## config.mk

```make
export PLATFORM = sky130hd
export DESIGN_NAME = gpio_port_cell
export DESIGN_NICKNAME = d
export VERILOG_FILES = /design/src/rtl/gpio_pkg.sv /design/src/rtl/gpio_regbank.sv /design/src/rtl/gpio_pin_mux.sv /design/src/rtl/gpio_in_sync.sv /design/src/rtl/gpio_wake_det.sv /design/src/rtl/gpio_port_cell.sv
export SDC_FILE = /design/constraint.sdc
export NUM_CORES = 1
export LEC_CHECK = 0
export BUFFER_PORTS_ARGS = -buffer_cell sky130_fd_sc_hd__clkbuf_2
export CAP_MARGIN = 20
export CORE_MARGIN = 4
export CORE_UTILIZATION = 30
export DETAILED_ROUTE_END_ITERATION = 16
export SYNTH_ARGS = -nofsm -noshare
export SYNTH_HDL_FRONTEND = slang
export SYNTH_HIERARCHICAL = 1
export SYNTH_SLANG_ARGS = --single-unit
```

## constraint.sdc

```tcl
create_clock -name clk -period 4.58 [get_ports clk]
set_clock_uncertainty 0.2 [all_clocks]
set_input_delay 0.458 -clock clk [delete_from_list [all_inputs] [get_ports clk]]
set_output_delay 0.458 -clock clk [all_outputs]
set_load 0.03 [all_outputs]
```

## src/rtl/gpio_pkg.sv

```systemverilog
package gpio_pkg;
  localparam int SEL_W = 3;

  // bus register select codes
  typedef enum logic [SEL_W-1:0] {
    SEL_LEVEL = 3'd0,
    SEL_BUF   = 3'd1,
    SEL_ATTR  = 3'd2,
    SEL_DIR   = 3'd3,
    SEL_MASK  = 3'd4
  } gpio_sel_e;
endpackage

```

## src/rtl/gpio_regbank.sv

```systemverilog
module gpio_regbank
  import gpio_pkg::*;
#(
  parameter int WIDTH = 16
) (
  input  logic             clk,
  input  logic             rst_n,
  input  logic [SEL_W-1:0] addr,
  input  logic             wr,
  input  logic [WIDTH-1:0] wdata,
  input  logic [WIDTH-1:0] level,
  output logic [WIDTH-1:0] rdata,
  output logic [WIDTH-1:0] data_q,
  output logic [WIDTH-1:0] attr_q,
  output logic [WIDTH-1:0] dir_q,
  output logic [WIDTH-1:0] mask_q
);
  logic [WIDTH-1:0] data_d, attr_d, dir_d, mask_d;
  logic             data_en, attr_en, dir_en, mask_en;

  // write decode, clock enables spelled out
  always_comb begin
    data_en = wr && ((addr == SEL_LEVEL) || (addr == SEL_BUF));
    attr_en = wr && (addr == SEL_ATTR);
    dir_en  = wr && (addr == SEL_DIR);
    mask_en = wr && (addr == SEL_MASK);
    data_d  = data_en ? wdata : data_q;
    attr_d  = attr_en ? wdata : attr_q;
    dir_d   = dir_en  ? wdata : dir_q;
    mask_d  = mask_en ? wdata : mask_q;
  end

  always_ff @(posedge clk or negedge rst_n) begin
    if (!rst_n) begin
      data_q <= '0;
      attr_q <= '0;
      dir_q  <= '0;
      mask_q <= '0;
    end else begin
      data_q <= data_d;
      attr_q <= attr_d;
      dir_q  <= dir_d;
      mask_q <= mask_d;
    end
  end

  // read mux
  always_comb begin
    unique case (addr)
      SEL_LEVEL: rdata = level;
      SEL_BUF:   rdata = data_q;
      SEL_ATTR:  rdata = attr_q;
      SEL_DIR:   rdata = dir_q;
      SEL_MASK:  rdata = mask_q;
      default:   rdata = '0;
    endcase
  end
endmodule

```

## src/rtl/gpio_pin_mux.sv

```systemverilog
module gpio_pin_mux #(
  parameter int WIDTH = 16
) (
  input  logic             sf_sel,
  input  logic [WIDTH-1:0] sf0_out,
  input  logic [WIDTH-1:0] sf0_oe,
  input  logic [WIDTH-1:0] sf1_out,
  input  logic [WIDTH-1:0] sf1_oe,
  input  logic [WIDTH-1:0] data_q,
  input  logic [WIDTH-1:0] attr_q,
  input  logic [WIDTH-1:0] dir_q,
  input  logic [WIDTH-1:0] mask_q,
  output logic [WIDTH-1:0] pin_out,
  output logic [WIDTH-1:0] pin_oe,
  output logic [WIDTH-1:0] pull_en,
  output logic [WIDTH-1:0] pull_up
);
  for (genvar i = 0; i < WIDTH; i++) begin : g_pin
    logic sf_o, sf_e;

    always_comb begin
      sf_o = sf_sel ? sf1_out[i] : sf0_out[i];
      sf_e = sf_sel ? sf1_oe[i]  : sf0_oe[i];
    end

    always_comb begin
      pin_out[i] = 1'b0;
      pin_oe[i]  = 1'b0;
      pull_en[i] = 1'b0;
      pull_up[i] = 1'b0;
      if (mask_q[i]) begin
        // pin belongs to the selected special function
        pin_out[i] = sf_o;
        pin_oe[i]  = sf_e;
      end else if (dir_q[i]) begin
        // driven pin: attribute picks true or inverted polarity
        pin_oe[i]  = 1'b1;
        pin_out[i] = attr_q[i] ? data_q[i] : ~data_q[i];
      end else begin
        // listening pin: attribute 0 pulls, data picks up or down
        pull_en[i] = ~attr_q[i];
        pull_up[i] = ~attr_q[i] & data_q[i];
      end
    end
  end
endmodule

```

## src/rtl/gpio_in_sync.sv

```systemverilog
module gpio_in_sync #(
  parameter int WIDTH  = 16,
  parameter int STAGES = 2
) (
  input  logic             clk,
  input  logic             rst_n,
  input  logic [WIDTH-1:0] pin_in,
  output logic [WIDTH-1:0] level
);
  logic [WIDTH-1:0] stage_q [STAGES];
  logic [WIDTH-1:0] stage_d [STAGES];

  always_comb begin
    stage_d[0] = pin_in;
    for (int s = 1; s < STAGES; s++) stage_d[s] = stage_q[s-1];
  end

  for (genvar s = 0; s < STAGES; s++) begin : g_stage
    always_ff @(posedge clk or negedge rst_n) begin
      if (!rst_n) stage_q[s] <= '0;
      else        stage_q[s] <= stage_d[s];
    end
  end

  assign level = stage_q[STAGES-1];
endmodule

```

## src/rtl/gpio_wake_det.sv

```systemverilog
module gpio_wake_det #(
  parameter int WIDTH = 16
) (
  input  logic             clk,
  input  logic             rst_n,
  input  logic [WIDTH-1:0] level,
  input  logic [WIDTH-1:0] dir_q,
  input  logic [WIDTH-1:0] mask_q,
  input  logic             wake_en,
  output logic             wake_req
);
  logic [WIDTH-1:0] prev_q;
  logic [WIDTH-1:0] eligible;
  logic [WIDTH-1:0] changed;
  logic             wake_d;

  always_comb begin
    eligible = ~dir_q & ~mask_q;
    changed  = (level ^ prev_q) & eligible;
    wake_d   = wake_en && (|changed);
  end

  always_ff @(posedge clk or negedge rst_n) begin
    if (!rst_n) begin
      prev_q   <= '0;
      wake_req <= 1'b0;
    end else begin
      prev_q   <= level;
      wake_req <= wake_d;
    end
  end
endmodule

```

## src/rtl/gpio_port_cell.sv

```systemverilog
module gpio_port_cell
  import gpio_pkg::*;
#(
  parameter int WIDTH       = 16,
  parameter int SYNC_STAGES = 2
) (
  input  logic             clk,
  input  logic             rst_n,
  input  logic [2:0]       bus_addr,
  input  logic             bus_wr,
  input  logic [WIDTH-1:0] bus_wdata,
  output logic [WIDTH-1:0] bus_rdata,
  input  logic             sf_sel,
  input  logic             wake_en,
  input  logic [WIDTH-1:0] sf0_out,
  input  logic [WIDTH-1:0] sf0_oe,
  input  logic [WIDTH-1:0] sf1_out,
  input  logic [WIDTH-1:0] sf1_oe,
  input  logic [WIDTH-1:0] pin_in,
  output logic [WIDTH-1:0] pin_out,
  output logic [WIDTH-1:0] pin_oe,
  output logic [WIDTH-1:0] pull_en,
  output logic [WIDTH-1:0] pull_up,
  output logic             wake_req
);
  logic [1:0]       rst_ff;
  logic             rst_sync_n;
  logic [WIDTH-1:0] level;
  logic [WIDTH-1:0] data_q, attr_q, dir_q, mask_q;

  // reset: asserted at once, released after two edges
  always_ff @(posedge clk or negedge rst_n) begin
    if (!rst_n) rst_ff <= 2'b00;
    else        rst_ff <= {rst_ff[0], 1'b1};
  end
  assign rst_sync_n = rst_ff[1];

  gpio_in_sync #(.WIDTH(WIDTH), .STAGES(SYNC_STAGES)) u_sync (
    .clk    (clk),
    .rst_n  (rst_sync_n),
    .pin_in (pin_in),
    .level  (level)
  );

  gpio_regbank #(.WIDTH(WIDTH)) u_regs (
    .clk    (clk),
    .rst_n  (rst_sync_n),
    .addr   (bus_addr),
    .wr     (bus_wr),
    .wdata  (bus_wdata),
    .level  (level),
    .rdata  (bus_rdata),
    .data_q (data_q),
    .attr_q (attr_q),
    .dir_q  (dir_q),
    .mask_q (mask_q)
  );

  gpio_pin_mux #(.WIDTH(WIDTH)) u_mux (
    .sf_sel  (sf_sel),
    .sf0_out (sf0_out),
    .sf0_oe  (sf0_oe),
    .sf1_out (sf1_out),
    .sf1_oe  (sf1_oe),
    .data_q  (data_q),
    .attr_q  (attr_q),
    .dir_q   (dir_q),
    .mask_q  (mask_q),
    .pin_out (pin_out),
    .pin_oe  (pin_oe),
    .pull_en (pull_en),
    .pull_up (pull_up)
  );

  gpio_wake_det #(.WIDTH(WIDTH)) u_wake (
    .clk      (clk),
    .rst_n    (rst_sync_n),
    .level    (level),
    .dir_q    (dir_q),
    .mask_q   (mask_q),
    .wake_en  (wake_en),
    .wake_req (wake_req)
  );
endmodule

```

==> results.txt, run 1 <==
----------------------------------------------------
[Run status]
  Result of the run ... complete, no violations

[Logic synthesis]
  Post-Syn Instances ... about 470
  Async S/R FF share, synth ... 1.00
  Post-synth EDFFs ... 0
  Most used flip-flop cell after synthesis ... sky130_fd_sc_hd__dfrtp_1
  Share of synthesized area occupied by flip-flops and latches ... 0.499
  Post-Syn Area ... 5770 um2
  Number of synthesized register bits ... between 100 and 150
  Area share of the largest cell type after synthesis ... 0.499
  Cell types with the largest area share after synthesis ... sky130_fd_sc_hd__dfrtp_1, sky130_fd_sc_hd__mux2_2, sky130_fd_sc_hd__mux2i_1, sky130_fd_sc_hd__ha_1, sky130_fd_sc_hd__nor3_1
  Unique cell type count in the Yosys netlist ... 30
  Syn_area_per_cell ... 12.2 um2
  Library cell occupying the most area in the post-synthesis netlist ... sky130_fd_sc_hd__dfrtp_1
  Total number of yosys warnings ... 6
  Mapped Nets ... 594

[Routing]
  Vias per std cell ... 4.71
  DR iter-0 viols ... approximately 190
  Highest layer used for signal routing ... met5
  Total routed wire length on the met1 layer ... ~7500 um
  Routed length per placed instance ... between 15 and 20 um
  Met2 Wirelength ... about 7700 um
  DRC Markers ... 0
  WL final ... around 16000 um
  Met3 WL ... between 1000 and 1500 um
  Router iterations before antenna repair ... 4
  Via total after detailed routing ... between 4000 and 5000
  Count of nets left with antenna violations after detail routing ... 0

[Timing]
  Final number of max-transition violations ... 0
  Minimum period implied by the final worst setup slack ... 3210 ps
  Final number of setup-violating endpoints ... 0
  Worst slew margin relative to its limit ... 0.384
  Share of the clock period used by the worst path after layout ... 0.702
  Hold Violations, Final ... 0
  Max Clk Rate ... ~0.31 GHz
  Final worst setup slack ... roughly 1400 ps
  Worst Max-Slew Pin Slew ... just over 900 ps
  Setup TNS ... 0 ps
  Unrepaired setup endpoints after global routing ... false

[Clock tree]
  Total CTS buffers ... 17
  Total number of clock tree sinks ... roughly 120
  Clock transition at the register clock pins on the worst setup and hold paths after CTS ... 50 ps
  Buffers inserted during post-CTS setup optimization ... 0
  Count of cells resized by post-cts repair ... 0
  Clock Path Buffers ... 2
  Count of H-tree levels built during CTS ... 4
  Clock tree root buffer cell ... sky130_fd_sc_hd__clkbuf_16
  Clock tree from TritonCTS ... built
  Clock insertion delay at the later pin of the skew report ... roughly 420 ps

[Placed design]
  # port buffers ... 184
  Final GP Congestion ... 0.752
  Area after DPL ... 6900 um2
  Placed wire-length estimate ... ~12000 um
  Setup WS pre-CTS ... around 1400 ps

[Final layout]
  Share of final-layout standard cells stronger than drive strength 1 ... 0.445
  Filler cell count ... 1835
  Final core utilization ... 0.410
  Post-route cell area ... between 7000 and 8000 um2
  Number of nets in the layout ... approximately 800
  Most common cell after layout, fill and taps aside ... sky130_fd_sc_hd__clkbuf_2
  Relative area change from synthesis to final layout ... 33.9%
  Leading cell types in the layout, fill and taps excluded ... sky130_fd_sc_hd__clkbuf_2, sky130_fd_sc_hd__dfrtp_1, sky130_fd_sc_hd__mux2_2
  Diode insertion count for antenna repair ... 0

[Critical path]
  Worst Setup Path Type ... in2out
  Required arrival time at the worst endpoint ... a little under 4000 ps
  Data arrival at the endpoint of the critical path ... between 2000 and 3000 ps
  Largest driver fanout on the critical path ... 22
  Critical path startpoint category ... input pin
  Crit path capture type ... output pin

[Global route]
  Total gr overflow ... 0
  Number of global-route vias before repair ... 4456
  Overall Global Routing Usage ... 0.155
  First-pass GRT wire length ... 25600 um
  Maximum number of pins on one net before global-route repair ... 65
  Initial antenna violation count ... 1

[Power]
  Cell area power density ... 499 nW/um2
  Leakage ... 3.68 nW
  Power, Total ... 0.00385 W
  VDD IR-drop max ... 0.266 mV

[Die]
  Horizontal extent of the die ... around 150 um
  Die Outline Area ... 21500 um2
  Die height ... ~150 um
  Core area ... about 19000 um2
  Number of top-level design ports ... between 150 and 200
  Initial core utilization ... 0.306
  Cell Rows ... 50

[Flow run]
  Max Cap Violations ... 0

[Min path]
  Worst hold path class ... in2reg

----------------------------------------------------
==> path summary, 6_finish.rpt <==
check / from / endpoint / slack, ps / depth (start not counted)
setup / recovery: bus_addr[0] / bus_rdata[2] / 1370 / 5
hold reg to reg: u_sync/stage_d[12] / u_sync/level[12] / 140 / 0
setup reg to reg: u_sync/level[5] / u_wake/wake_req / 2870 / 4
max in group asynchronous: rst_ff[1] / u_regs/data_q[15] / 3340 / 1
min in group asynchronous: rst_n / rst_ff[1] / 160 / 2
hold / removal: wake_en / u_wake/wake_req / 30 / 3
==> layer usage <==
| layer | vias to the layer above | track usage |
|---|---|---|
| li1 | 2144 | - |
| met1 | 2168 | 0.205 |
| met2 | 149 | 0.246 |
| met3 | 23 | 0.0462 |
| met4 | 2 | 0.0503 |
| met5 | - | 0 |
==> kinds of logic (layout without fill, tap and decap cells) <==
| kind of cell | after synthesis | after routing | synth area share |
|---|---|---|---|
| other cells | 1 | 1 | 0.000650 |
| xor+xnor | 16 | 16 | 0.0243 |
| compound gates | 65 | 65 | 0.0747 |
| simple gates | 93 | 93 | 0.0835 |
| fa+ha+maj | 16 | 16 | 0.0347 |
| buf+inv | 40 | 258 | 0.0434 |
| mux | 128 | 128 | 0.240 |
| flops | 115 | 115 | 0.499 |
==> repair_timing <==
| item | CTS | global route |
|---|---|---|
| endpoints found under the setup margin | 0 | 0 |
| hold buffers | 17 | 0 |
| hold endpoints to repair | 18 | 0 |
==> critical path, stage by stage <==
cell and delay, ps:
sky130_fd_sc_hd__clkbuf_2 500, sky130_fd_sc_hd__and2b_1 830, sky130_fd_sc_hd__a22oi_1 200, sky130_fd_sc_hd__o21ai_0 290
sky130_fd_sc_hd__clkbuf_2 270
==> metrics by stage <==
step / hold WS (ps) / std cells
6_report: 32.3 / 952
5_1_grt: 34.8 / 952
4_1_cts: 18.4 / 952
3_5_place_dp: 45.9 / 903
3_3_place_gp: 47.6 / 903
2_1_floorplan: -37.6 / 474
==> state kept, by name, indices dropped and copies added, names as in the netlist <==
| register | flops |
|---|---|
| u_regs/data_q | 16 |
| u_regs/mask_q | 16 |
| u_wake/prev_q | 16 |
| u_sync/level | 16 |
| u_sync/stage_d | 16 |
| rst_ff | 2 |
| u_wake/wake_req | 1 |
| u_regs/dir_q | 16 |
| u_regs/attr_q | 16 |
==> cells in the mapped netlist, types with 2 or more instances <==
| cell | instances |
|---|---|
| sky130_fd_sc_hd__a32oi_1 | 16 |
| sky130_fd_sc_hd__a21oi_1 | 16 |
| sky130_fd_sc_hd__dfrtp_1 | 115 |
| sky130_fd_sc_hd__nand2_1 | 17 |
| sky130_fd_sc_hd__and2_1 | 16 |
| sky130_fd_sc_hd__nor4_1 | 4 |
| sky130_fd_sc_hd__o21ai_0 | 15 |
| sky130_fd_sc_hd__buf_6 | 3 |
| sky130_fd_sc_hd__clkbuf_1 | 7 |
| sky130_fd_sc_hd__buf_2 | 7 |
| sky130_fd_sc_hd__nor2b_1 | 2 |
| sky130_fd_sc_hd__xnor2_1 | 16 |
| sky130_fd_sc_hd__mux2i_1 | 48 |
| sky130_fd_sc_hd__a22oi_1 | 15 |
| sky130_fd_sc_hd__mux2_2 | 80 |
| sky130_fd_sc_hd__inv_1 | 18 |
| sky130_fd_sc_hd__nor3_1 | 32 |
| sky130_fd_sc_hd__nor2_1 | 17 |
| sky130_fd_sc_hd__buf_12 | 4 |
| sky130_fd_sc_hd__ha_1 | 16 |
==> final cells by class <==
class	count	area, um2	area share
inverters	18	67.6	0.00875
well taps	260	325	0.0421
clock buffers	22	474	0.0614
repair buffers	208	1140	0.148
clock inverters	10	178	0.0230
flip-flops and latches	115	2880	0.373
multi-input cells	319	2650	0.343
==> power by group <==
| group | total [W] | internal [W] | switching (W) |
|---|---|---|---|
| combinational | 0.00104 | 0.000411 | 0.000627 |
| clock | 0.00145 | 0.00100 | 0.000448 |
| sequential | 0.00136 | 0.00116 | 0.000200 |
| total | 0.00385 | 0.00258 | 0.00127 |
(Power assumes the default switching activity.)
==> run 2: changes to the inputs <==
- clock period: 4.58 -> 2.8 ns (I/O delays scaled with it)
==> results.txt, run 2 (same netlist as run 1, synthesis figures left out) <==
----------------------------------------------------
[Min path]
  Hold_sp ... u_sync/stage_d[15]
  Hold path endpoint ... u_sync/level[15]
  Worst hold path class ... reg2reg
  Hold depth ... 0

[Routing]
  Via total after detailed routing ... between 4000 and 5000
  WL final ... between 15000 and 20000 um
  DR iter-0 viols ... 197
  Vias per std cell ... around 4.7
  Count of nets left with antenna violations after detail routing ... 0
  Routed length per placed instance ... around 17 um
  DRC Markers ... 0
  Router iterations before antenna repair ... 4

[Die]
  Cell Rows ... 50
  Initial core utilization ... 0.306
  Die height ... 147 um
  Number of top-level design ports ... around 190
  Core area ... about 19000 um2
  Die Outline Area ... 21500 um2
  Horizontal extent of the die ... between 100 and 150 um

[Final layout]
  Most common cell after layout, fill and taps aside ... sky130_fd_sc_hd__clkbuf_2
  Share of final-layout standard cells stronger than drive strength 1 ... 0.442
  Diode insertion count for antenna repair ... 0
  Final core utilization ... 0.421
  Leading cell types in the layout, fill and taps excluded ... sky130_fd_sc_hd__clkbuf_2, sky130_fd_sc_hd__dfrtp_1, sky130_fd_sc_hd__mux2_2
  Filler cell count ... around 1800
  Number of nets in the layout ... 829
  Final Non-Filler Cells ... 979
  Multi-input combinational cell area ... roughly 2700 um2
  Relative area change from synthesis to final layout ... 37.6%
  Footprint of the flip-flops and latches ... a little under 3000 um2

[Power]
  Cell internal power dissipation ... 0.00391 W
  Switching Share ... 0.350
  Comb power frac ... 0.289
  Cell area power density ... 758 nW/um2
  Seq pwr share ... 0.370
  VDD IR-drop max ... approximately 0.43 mV
  Clk pwr share ... 0.341
  Switching Power ... 0.00210 W
  Leakage ... approximately 3.8 nW

[Global route]
  M1 GR Usage ... 0.225
  Total gr overflow ... 0
  Overall Global Routing Usage ... 0.161
  Maximum number of pins on one net before global-route repair ... approximately 110
  Met2 track demand over resource in global routing ... 0.249
  Number of global-route vias before repair ... around 4700
  Met3 layer usage reported by global route ... 0.0431
  Initial antenna violation count ... 0
  First-pass GRT wire length ... 26700 um
  GRT busiest layer ... met2

[Critical path]
  Slowest cell on the critical path ... sky130_fd_sc_hd__and2b_1
  Worst Setup Path Type ... in2out
  Worst r2r dst ... u_wake/wake_req
  Reg2Reg Depth ... 4
  Required arrival time at the worst endpoint ... roughly 2300 ps
  Crit path capture type ... output pin
  Worst setup slack for register-to-register paths ... ~1100 ps
  CP cell instances ... clkbuf_2, and2b_1, buf_4, a22oi_1, o21ai_0, clkbuf_2
  Largest driver fanout on the critical path ... 10
  Cell occurring most often along the worst timing path ... sky130_fd_sc_hd__clkbuf_2
  Launching element of the worst setup path ... bus_addr[2]
  RR Startpoint ... u_sync/level[3]
  Data arrival at the endpoint of the critical path ... around 1900 ps
  Largest stage delay on the critical path ... around 570 ps
  Critical path startpoint category ... input pin

[Timing]
  Worst slew margin relative to its limit ... 0.561
  Final number of setup-violating endpoints ... 0
  Share of the clock period used by the worst path after layout ... 0.840
  Worst Hold Slack ... 144 ps
  Setup TNS ... 0 ps
  Minimum period implied by the final worst setup slack ... between 2000 and 2500 ps
  Final number of max-transition violations ... 0
  Unrepaired setup endpoints after global routing ... false
  Hold Violations, Final ... 0
  Max Clk Rate ... 0.425 GHz
  Worst Max-Slew Pin Slew ... approximately 660 ps

[Clock tree]
  Clock tree root buffer cell ... sky130_fd_sc_hd__clkbuf_16
  Count of cells resized by post-cts repair ... 0
  Total CTS buffers ... 17
  Clock insertion delay at the later pin of the skew report ... approximately 400 ps
  Count of H-tree levels built during CTS ... 4
  Clock Path Buffers ... 2
  Clock tree from TritonCTS ... built
  Clock transition at the register clock pins on the worst setup and hold paths after CTS ... about 50 ps
  Total number of clock tree sinks ... between 100 and 150

[Run status]
  Result of the run ... complete, no violations

[Placed design]
  Number of instances in the placed design ... a little over 900
  Final GP Congestion ... approximately 0.73
  # port buffers ... about 180
  Placed wire-length estimate ... ~12000 um

[Flow run]
  Max Cap Violations ... 0

----------------------------------------------------
==> run 2: cell types whose count changed in the layout (fill, tap and decap cells not counted), sizes merged <==
| cell | delta |
|---|---|
| clkbuf | -3 |
| clkinvlp | +4 |
| buf | +12 |
| clkinv | -1 |
| bufinv | -3 |
| dlygate4sd3 | +18 |
==> run 2: how the worst max path moves through the flow <==
stage	slack, ps	endpoint
global placement	530	bus_rdata[13]
floorplan	670	bus_rdata[0]
CTS	460	bus_rdata[12]
detailed placement	440	bus_rdata[12]
finish	450	bus_rdata[12]
global route	300	bus_rdata[12]
==> run 2: cell type report <==
cell class / count / area share
clock buffer: 19 / 0.0558
tap: 260 / 0.0410
clock inverter: 10 / 0.0142
sequential: 115 / 0.363
timing repair buffer: 238 / 0.183
multi-input combinational: 319 / 0.334
inverter: 18 / 0.00852
==> run 2: worst max-delay path: cells and delay by family <==
family / cells / cell delay [ps]
AO/OA/AOI/OAI: 2 / 310
buffers and inverters: 3 / 700
AND/OR/NAND/NOR: 1 / 570
==> run 2: what timing repair did <==
action,in CTS,in global routing
setup buffers,0,0
hold endpoints to repair,83,0
hold buffers,35,0
==> run 2: per-layer routing <==
metal / vias up / routed length (um) / part of all wire
li1: 2194 / - / -
met1: 2208 / 8090 / 0.48
met2: 141 / 7860 / 0.46
met3: 11 / 904 / 0.053
met4: 0 / 122 / 0.0072
met5: - / 0 / 0
==> run 2: power by group through the flow <==
stage                     logic (W)  registers [W]  clock network (W)
after floorplan             0.00122        0.00217                  0
after global placement      0.00170        0.00226                  0
after detailed placement    0.00172        0.00226                  0
after CTS                   0.00176        0.00223            0.00210
after global routing        0.00190        0.00228            0.00217
final                       0.00174        0.00223            0.00205
==> run 2: through the flow <==
step           worst slack, ps  total power, W  area, um2
3_5_place_dp               443         0.00397       7030
6_report                   449         0.00601       7930
3_3_place_gp               529         0.00395       7030
4_1_cts                    459         0.00609       7930
5_1_grt                    302         0.00635       7930
2_1_floorplan              666         0.00339       5770
